`src/rtl/lsu_lane_pkg.sv`:
```
package lsu_lane_pkg;
    localparam int LANES  = 4;
    localparam int BYTE_W = 8;
    localparam int DATA_W = LANES * BYTE_W;
    localparam int OFF_W  = $clog2(LANES);

    typedef enum logic [1:0] {
        SZ_BYTE = 2'b00,
        SZ_HALF = 2'b01,
        SZ_WORD = 2'b10,
        SZ_BAD  = 2'b11
    } acc_size_e;
endpackage

```
`src/rtl/lsu_align_check.sv`:
```
module lsu_align_check
    import lsu_lane_pkg::*;
(
    input  acc_size_e          size_i,
    input  logic [OFF_W-1:0]   off_i,
    output logic               fault_o
);
    always_comb begin
        unique case (size_i)
            SZ_BYTE: fault_o = 1'b0;
            SZ_HALF: fault_o = off_i[0];
            SZ_WORD: fault_o = |off_i;
            default: fault_o = 1'b1;
        endcase
    end
endmodule

```
`src/rtl/lsu_lane_map.sv`:
```
module lsu_lane_map
    import lsu_lane_pkg::*;
(
    input  acc_size_e          size_i,
    input  logic [OFF_W-1:0]   off_i,
    input  logic               big_endian_i,
    output logic [OFF_W-1:0]   base_o,
    output logic [LANES-1:0]   mask_o
);
    localparam logic [OFF_W-1:0] TOP_LANE  = OFF_W'(LANES - 1);
    localparam logic [OFF_W-1:0] HALF_TOP  = OFF_W'(LANES - 2);
    localparam logic [LANES-1:0] ONE_LANE  = LANES'(1);
    localparam logic [LANES-1:0] TWO_LANES = LANES'(3);

    always_comb begin
        base_o = '0;
        mask_o = '0;
        unique case (size_i)
            SZ_BYTE: begin
                base_o = big_endian_i ? (TOP_LANE - off_i) : off_i;
                mask_o = ONE_LANE << base_o;
            end
            SZ_HALF: begin
                base_o = big_endian_i ? (HALF_TOP - off_i) : off_i;
                mask_o = TWO_LANES << base_o;
            end
            SZ_WORD: begin
                base_o = '0;
                mask_o = '1;
            end
            default: begin
                base_o = '0;
                mask_o = '0;
            end
        endcase
    end
endmodule

```
`src/rtl/lsu_store_steer.sv`:
```
module lsu_store_steer
    import lsu_lane_pkg::*;
(
    input  logic [DATA_W-1:0]  wdata_i,
    input  logic [OFF_W-1:0]   base_i,
    input  logic [LANES-1:0]   mask_i,
    output logic [DATA_W-1:0]  wdata_o
);
    for (genvar k = 0; k < LANES; k++) begin : g_lane
        localparam logic [OFF_W-1:0] LANE_IDX = OFF_W'(k);
        logic [OFF_W-1:0] src_idx;
        assign src_idx = LANE_IDX - base_i;
        assign wdata_o[k*BYTE_W +: BYTE_W] =
            mask_i[k] ? wdata_i[src_idx*BYTE_W +: BYTE_W] : '0;
    end
endmodule

```
`src/rtl/lsu_load_extract.sv`:
```
module lsu_load_extract
    import lsu_lane_pkg::*;
(
    input  logic [DATA_W-1:0]  rdata_i,
    input  logic [OFF_W-1:0]   base_i,
    input  acc_size_e          size_i,
    input  logic               signed_i,
    output logic [DATA_W-1:0]  value_o
);
    localparam int HALF_W = 2 * BYTE_W;

    logic [DATA_W-1:0] shifted;
    logic              byte_top;
    logic              half_top;

    assign shifted  = rdata_i >> (BYTE_W * base_i);
    assign byte_top = signed_i & shifted[BYTE_W-1];
    assign half_top = signed_i & shifted[HALF_W-1];

    always_comb begin
        unique case (size_i)
            SZ_BYTE: value_o = {{(DATA_W-BYTE_W){byte_top}}, shifted[BYTE_W-1:0]};
            SZ_HALF: value_o = {{(DATA_W-HALF_W){half_top}}, shifted[HALF_W-1:0]};
            default: value_o = shifted;
        endcase
    end
endmodule

```
`src/rtl/lsu_lane_align.sv`:
```
module lsu_lane_align
    import lsu_lane_pkg::*;
#(
    parameter int ADDR_W  = 32,
    parameter bit REG_OUT = 1'b1
) (
    input  logic              clk,
    input  logic              rst_n,
    input  logic              big_endian_i,
    input  logic              req_valid_i,
    input  logic              is_store_i,
    input  logic [1:0]        size_i,
    input  logic              signed_i,
    input  logic [ADDR_W-1:0] addr_i,
    input  logic [DATA_W-1:0] wdata_i,
    input  logic [DATA_W-1:0] rdata_i,
    output logic [ADDR_W-1:0] word_addr_o,
    output logic [LANES-1:0]  be_o,
    output logic [DATA_W-1:0] wdata_o,
    output logic [DATA_W-1:0] rdata_o,
    output logic              fault_o
);
    typedef struct packed {
        logic [ADDR_W-1:0] word_addr;
        logic [LANES-1:0]  be;
        logic [DATA_W-1:0] wdata;
        logic [DATA_W-1:0] rdata;
        logic              fault;
    } lane_out_t;

    acc_size_e         size_e;
    logic [OFF_W-1:0]  off;
    logic              misalign;
    logic [OFF_W-1:0]  lane_base;
    logic [LANES-1:0]  lane_mask;
    logic [DATA_W-1:0] steered;
    logic [DATA_W-1:0] extracted;
    lane_out_t         out_d;
    lane_out_t         out_q;

    assign size_e = acc_size_e'(size_i);
    assign off    = addr_i[OFF_W-1:0];

    lsu_align_check u_check (
        .size_i  (size_e),
        .off_i   (off),
        .fault_o (misalign)
    );

    lsu_lane_map u_map (
        .size_i       (size_e),
        .off_i        (off),
        .big_endian_i (big_endian_i),
        .base_o       (lane_base),
        .mask_o       (lane_mask)
    );

    lsu_store_steer u_steer (
        .wdata_i (wdata_i),
        .base_i  (lane_base),
        .mask_i  (lane_mask),
        .wdata_o (steered)
    );

    lsu_load_extract u_extract (
        .rdata_i  (rdata_i),
        .base_i   (lane_base),
        .size_i   (size_e),
        .signed_i (signed_i),
        .value_o  (extracted)
    );

    always_comb begin
        out_d = '0;
        if (req_valid_i) begin
            out_d.word_addr = {addr_i[ADDR_W-1:OFF_W], {OFF_W{1'b0}}};
            out_d.fault     = misalign;
            if (!misalign) begin
                if (is_store_i) begin
                    out_d.be    = lane_mask;
                    out_d.wdata = steered;
                end else begin
                    out_d.rdata = extracted;
                end
            end
        end
    end

    if (REG_OUT) begin : g_reg
        always_ff @(posedge clk or negedge rst_n) begin
            if (!rst_n) out_q <= '0;
            else        out_q <= out_d;
        end
    end else begin : g_comb
        assign out_q = out_d;
    end

    assign word_addr_o = out_q.word_addr;
    assign be_o        = out_q.be;
    assign wdata_o     = out_q.wdata;
    assign rdata_o     = out_q.rdata;
    assign fault_o     = out_q.fault;
endmodule

```
`config.mk`:
```
export PLATFORM = sky130hd
export DESIGN_NAME = lsu_lane_align
export DESIGN_NICKNAME = d
export VERILOG_FILES = /design/src/rtl/lsu_lane_pkg.sv /design/src/rtl/lsu_align_check.sv /design/src/rtl/lsu_lane_map.sv /design/src/rtl/lsu_store_steer.sv /design/src/rtl/lsu_load_extract.sv /design/src/rtl/lsu_lane_align.sv
export SDC_FILE = /design/constraint.sdc
export NUM_CORES = 1
export LEC_CHECK = 0
export BUFFER_PORTS_ARGS = -buffer_cell sky130_fd_sc_hd__buf_4
export CAP_MARGIN = 10
export CORE_ASPECT_RATIO = 0.9
export CORE_MARGIN = 10
export CORE_UTILIZATION = 40
export CTS_BUF_LIST = sky130_fd_sc_hd__clkbuf_4
export DETAILED_ROUTE_END_ITERATION = 8
export PLACE_DENSITY_LB_ADDON = 0.2
export SLEW_MARGIN = 20
export SYNTH_ARGS = -nofsm -noshare
export SYNTH_HDL_FRONTEND = slang
export SYNTH_SLANG_ARGS = --single-unit
```
`constraint.sdc`:
```
create_clock -name clk -period 0.8 [get_ports clk]
set_input_delay 0.08 -clock clk [delete_from_list [all_inputs] [get_ports clk]]
set_output_delay 0.08 -clock clk [all_outputs]
set_load 0.03 [all_outputs]
```
==> impl_metrics.py <==
metrics = {
    "pwr": {
        "leakagePower_nw": 4.30,
        "power_density_nw_per_um2": 1350,
        "ir_worst_vdd_mv": 0.776,
    },
    "yosys": {
        "synth_top_family_by_area": "simple AND/OR/NAND/NOR gates",
        "synthAdderAreaFrac": 0.00541,
        "muxShareOfSynthArea": 0.125,
        "synth_edf_count": 0,
        "async_flop_share": 1.00,
        "synth-warning-count": 0,
        "synth_top_area_share": 0.535,
        "synth_compound_area_frac": 0.127,
        "synth_top_flop_cell": "dfrtp_1",
        "synth_xor_area_frac": 0.00189,
        "yosysUniqueCellTypes": 46,
        "synth-simple-area-share": 0.151,
        "synth_area_leaders": "dfrtp_1 54%, mux2i_1 8.9%, and2_1 6.1%",
        "syn_area_per_cell_sq_um": 11.8,
        "netlist_instances": 391,
        "ys_seq_area_frac": 0.535,
        "syn_area_sq_um": 4630,
        "synth_top_area_cell": "dfrtp_1",
        "synth-seq-cells": 99,
    },
    "floorplanning": {
        "dieArea_sq_um": 16300,
        "coreArea_sq_um": 11400,
        "die_w_microns": 133,
        "die_h_microns": 122,
        "initial_core_util": 0.406,
        "io_pins": 205,
        "fp-row-count": 37,
    },
    "clocking": {
        "cts.clk_slew.worst_paths_ns": 0.14,
        "htreeDepth": 3,
        "cts_buffers": 9,
        "clockBufferDepth": 2,
        "cts_sinks": 99,
        "cts-root-buf": "clkbuf_4",
        "cts_tree": "done",
    },
    "global_routing": {
        "grt_pass1_vias": 4808,
        "grt_usage": 0.213,
        "grt_overflow": 0,
        "antenna_found_initial": 1,
        "grt_max_degree": 37,
        "grt_first_pass_wirelength_microns": 27500,
    },
    "critical_path": {
        "cp-start-kind": "input port",
        "worstPathArrival_ns": 1.77,
        "max_stage_delay_ns": 0.31,
        "crit_path_end_kind": "flip-flop",
        "crit_slowest_cell": "a211o_1",
        "worst-path-buf-inv": 4,
        "crit_type": "input port to flip-flop",
        "crit_required_ns": 1.14,
        "critPathTopFamily": "multiplexers",
        "critPathMaxFanout": 7,
        "cp_cell_sequence": "buf_12 -> inv_8 -> ha_4 -> mux2_4 -> a211o_1 -> buf_4 -> buf_8 -> mux4_2 -> and2_4",
    },
    "route": {
        "drtIter0Drc": 244,
        "vias_per_cell": 5.13,
        "routed_wl_microns": 18900,
        "drc_errors": 0,
        "routed-via-count": 4490,
        "firstDrtPassIters": 6,
        "final_antenna_net_count": 0,
        "wl_per_cell_microns": 21.6,
    },
    "placement": {
        "gp_congestion": 0.894,
        "io_buffers": 202,
        "dp_slack_ns": -1.24,
        "hpwl_microns": 12000,
        "post_dp_cell_area_sq_um": 6810,
        "place_inst": 779,
    },
    "sta": {
        "post-route-worst-setup-slack_ns": -0.627,
        "max_freq_ghz": 0.701,
        "tns_ns": -61.25,
        "slew_violations": 0,
        "min_period_ns": 1.43,
        "worst_pin_slew_ns": 0.548,
        "slew_headroom": 0.633,
        "hold_violations": 6,
        "rsz0062_at_grt": "true",
        "setup_viol": 167,
        "final.period_utilization": 1.78,
        "holdWs_ns": -0.0327,
    },
    "finish": {
        "drive_gt1_frac": 0.597,
        "stdcell_area_sq_um": 8960,
        "final_cells": 875,
        "area_growth_pct": 93.5,
        "final_nets": 819,
    },
    "outcome": {
        "violations": "hold timing, setup timing",
        "status": "finished, violations left",
    },
    "worst_hold_path": {
        "hp-class": "input port to flip-flop",
    },
    "flow_run": {
        "drv_cap": 0,
    },
}
sequential cells by signal, summed over array words and instances (netlist names):
name / cells
wdata_o: 32
word_addr_o: 30
rdata_o: 32
fault_o: 1
be_o: 4
timing repair:
| item | in CTS | in global routing |
|---|---|---|
| hold endpoints to repair | 160 | 10 |
| setup endpoints to repair | 167 | 167 |
| setup buffers | 8 | 9 |
| resized for setup | 187 | 75 |
| pin swaps | 18 | 24 |
| hold buffers | 52 | 2 |
| cloned | 7 | 3 |
through the flow:
stage               total power [mW]   util  hold slack, ns
global placement                7.94  0.598         -0.0361
floorplan                       6.70      -          -0.216
global route                    12.6  0.786         -0.0445
detailed placement              7.98  0.598         -0.0347
CTS                             11.7  0.743         -0.0504
finish                          12.1  0.786         -0.0327
final cells by class:
cell class              instances  area, sq um
clock inverters                 6         87.6
well taps                     156          195
diodes                          1         2.50
fillers                       662         2430
inverters                      20         87.6
flip-flops and latches         99         2480
clock buffers                  10         75.1
repair buffers                336         3430
multi-input cells             247         2610
worst min-delay path: stages:
cell	delay [ns]
buf_4	0.11
mux2i_4	0.07
a21oi_2	0.12
per-layer routing:
metal / part of all wire / wire (microns) / GRT usage / vias up
li1: - / - / - / 2034
met4: 0.028 / 526 / 0.0734 / 0
met3: 0.060 / 1140 / 0.0498 / 34
met1: 0.40 / 7510 / 0.257 / 2208
met5: 0 / 0 / 0 / -
met2: 0.51 / 9680 / 0.370 / 214
logic make-up after synthesis:
group / after synthesis
other cells: 1
flops: 99
mux: 49
xor+xnor: 1
compound gates: 65
fa+ha+maj: 2
buf+inv: 49
simple gates: 125
cells in the final DEF (no fill, tap or decap), types with 3 or more instances in the layout:
cell / n
a21oi_2: 16
a21oi_4: 3
a221oi_1: 3
a221oi_2: 13
a222oi_1: 7
a31oi_1: 5
and2_1: 41
and2_4: 4
and3_1: 4
and3_4: 14
buf_12: 13
buf_16: 5
buf_4: 136
buf_6: 124
buf_8: 3
clkbuf_4: 10
dfrtp_1: 99
dlygate4sd3_1: 54
inv_1: 18
mux2i_1: 15
mux2i_2: 7
mux2i_4: 19
mux4_2: 7
nand2_1: 19
nand2_2: 8
nand2_4: 8
nand2b_1: 3
nor2_1: 3
nor2_4: 5
o211ai_1: 5
cells in the mapped netlist (5+ instances only):
library cell	number
o211ai_1	5
a221oi_1	5
dfrtp_1	99
a221oi_2	12
and3_1	18
a21oi_1	19
inv_1	20
mux2i_1	41
a222oi_1	7
buf_6	7
mux4_2	7
and2_1	45
a31oi_1	5
nand2_1	35
nor2_1	8
clkbuf_1	16
final timing paths:
check,start,to,cells past startpoint,slack [ns]
max in group asynchronous,rst_n,wdata_o[28]$_DFF_PN0_,3,0.29
hold / removal,wdata_i[3],wdata_o[11]$_DFF_PN0_,3,-0.03
min in group asynchronous,rst_n,rdata_o[3]$_DFF_PN0_,2,0.04
setup / recovery,addr_i[0],rdata_o[1]$_DFF_PN0_,9,-0.63
report_power, final:
part / internal (mW) / switching [mW] / total, mW
Sequential: 5.17 / 0.0873 / 5.26
Combinational: 2.03 / 1.86 / 3.89
Clock: 1.31 / 1.65 / 2.96
Note: power is estimated with default switching activity, not from simulation.
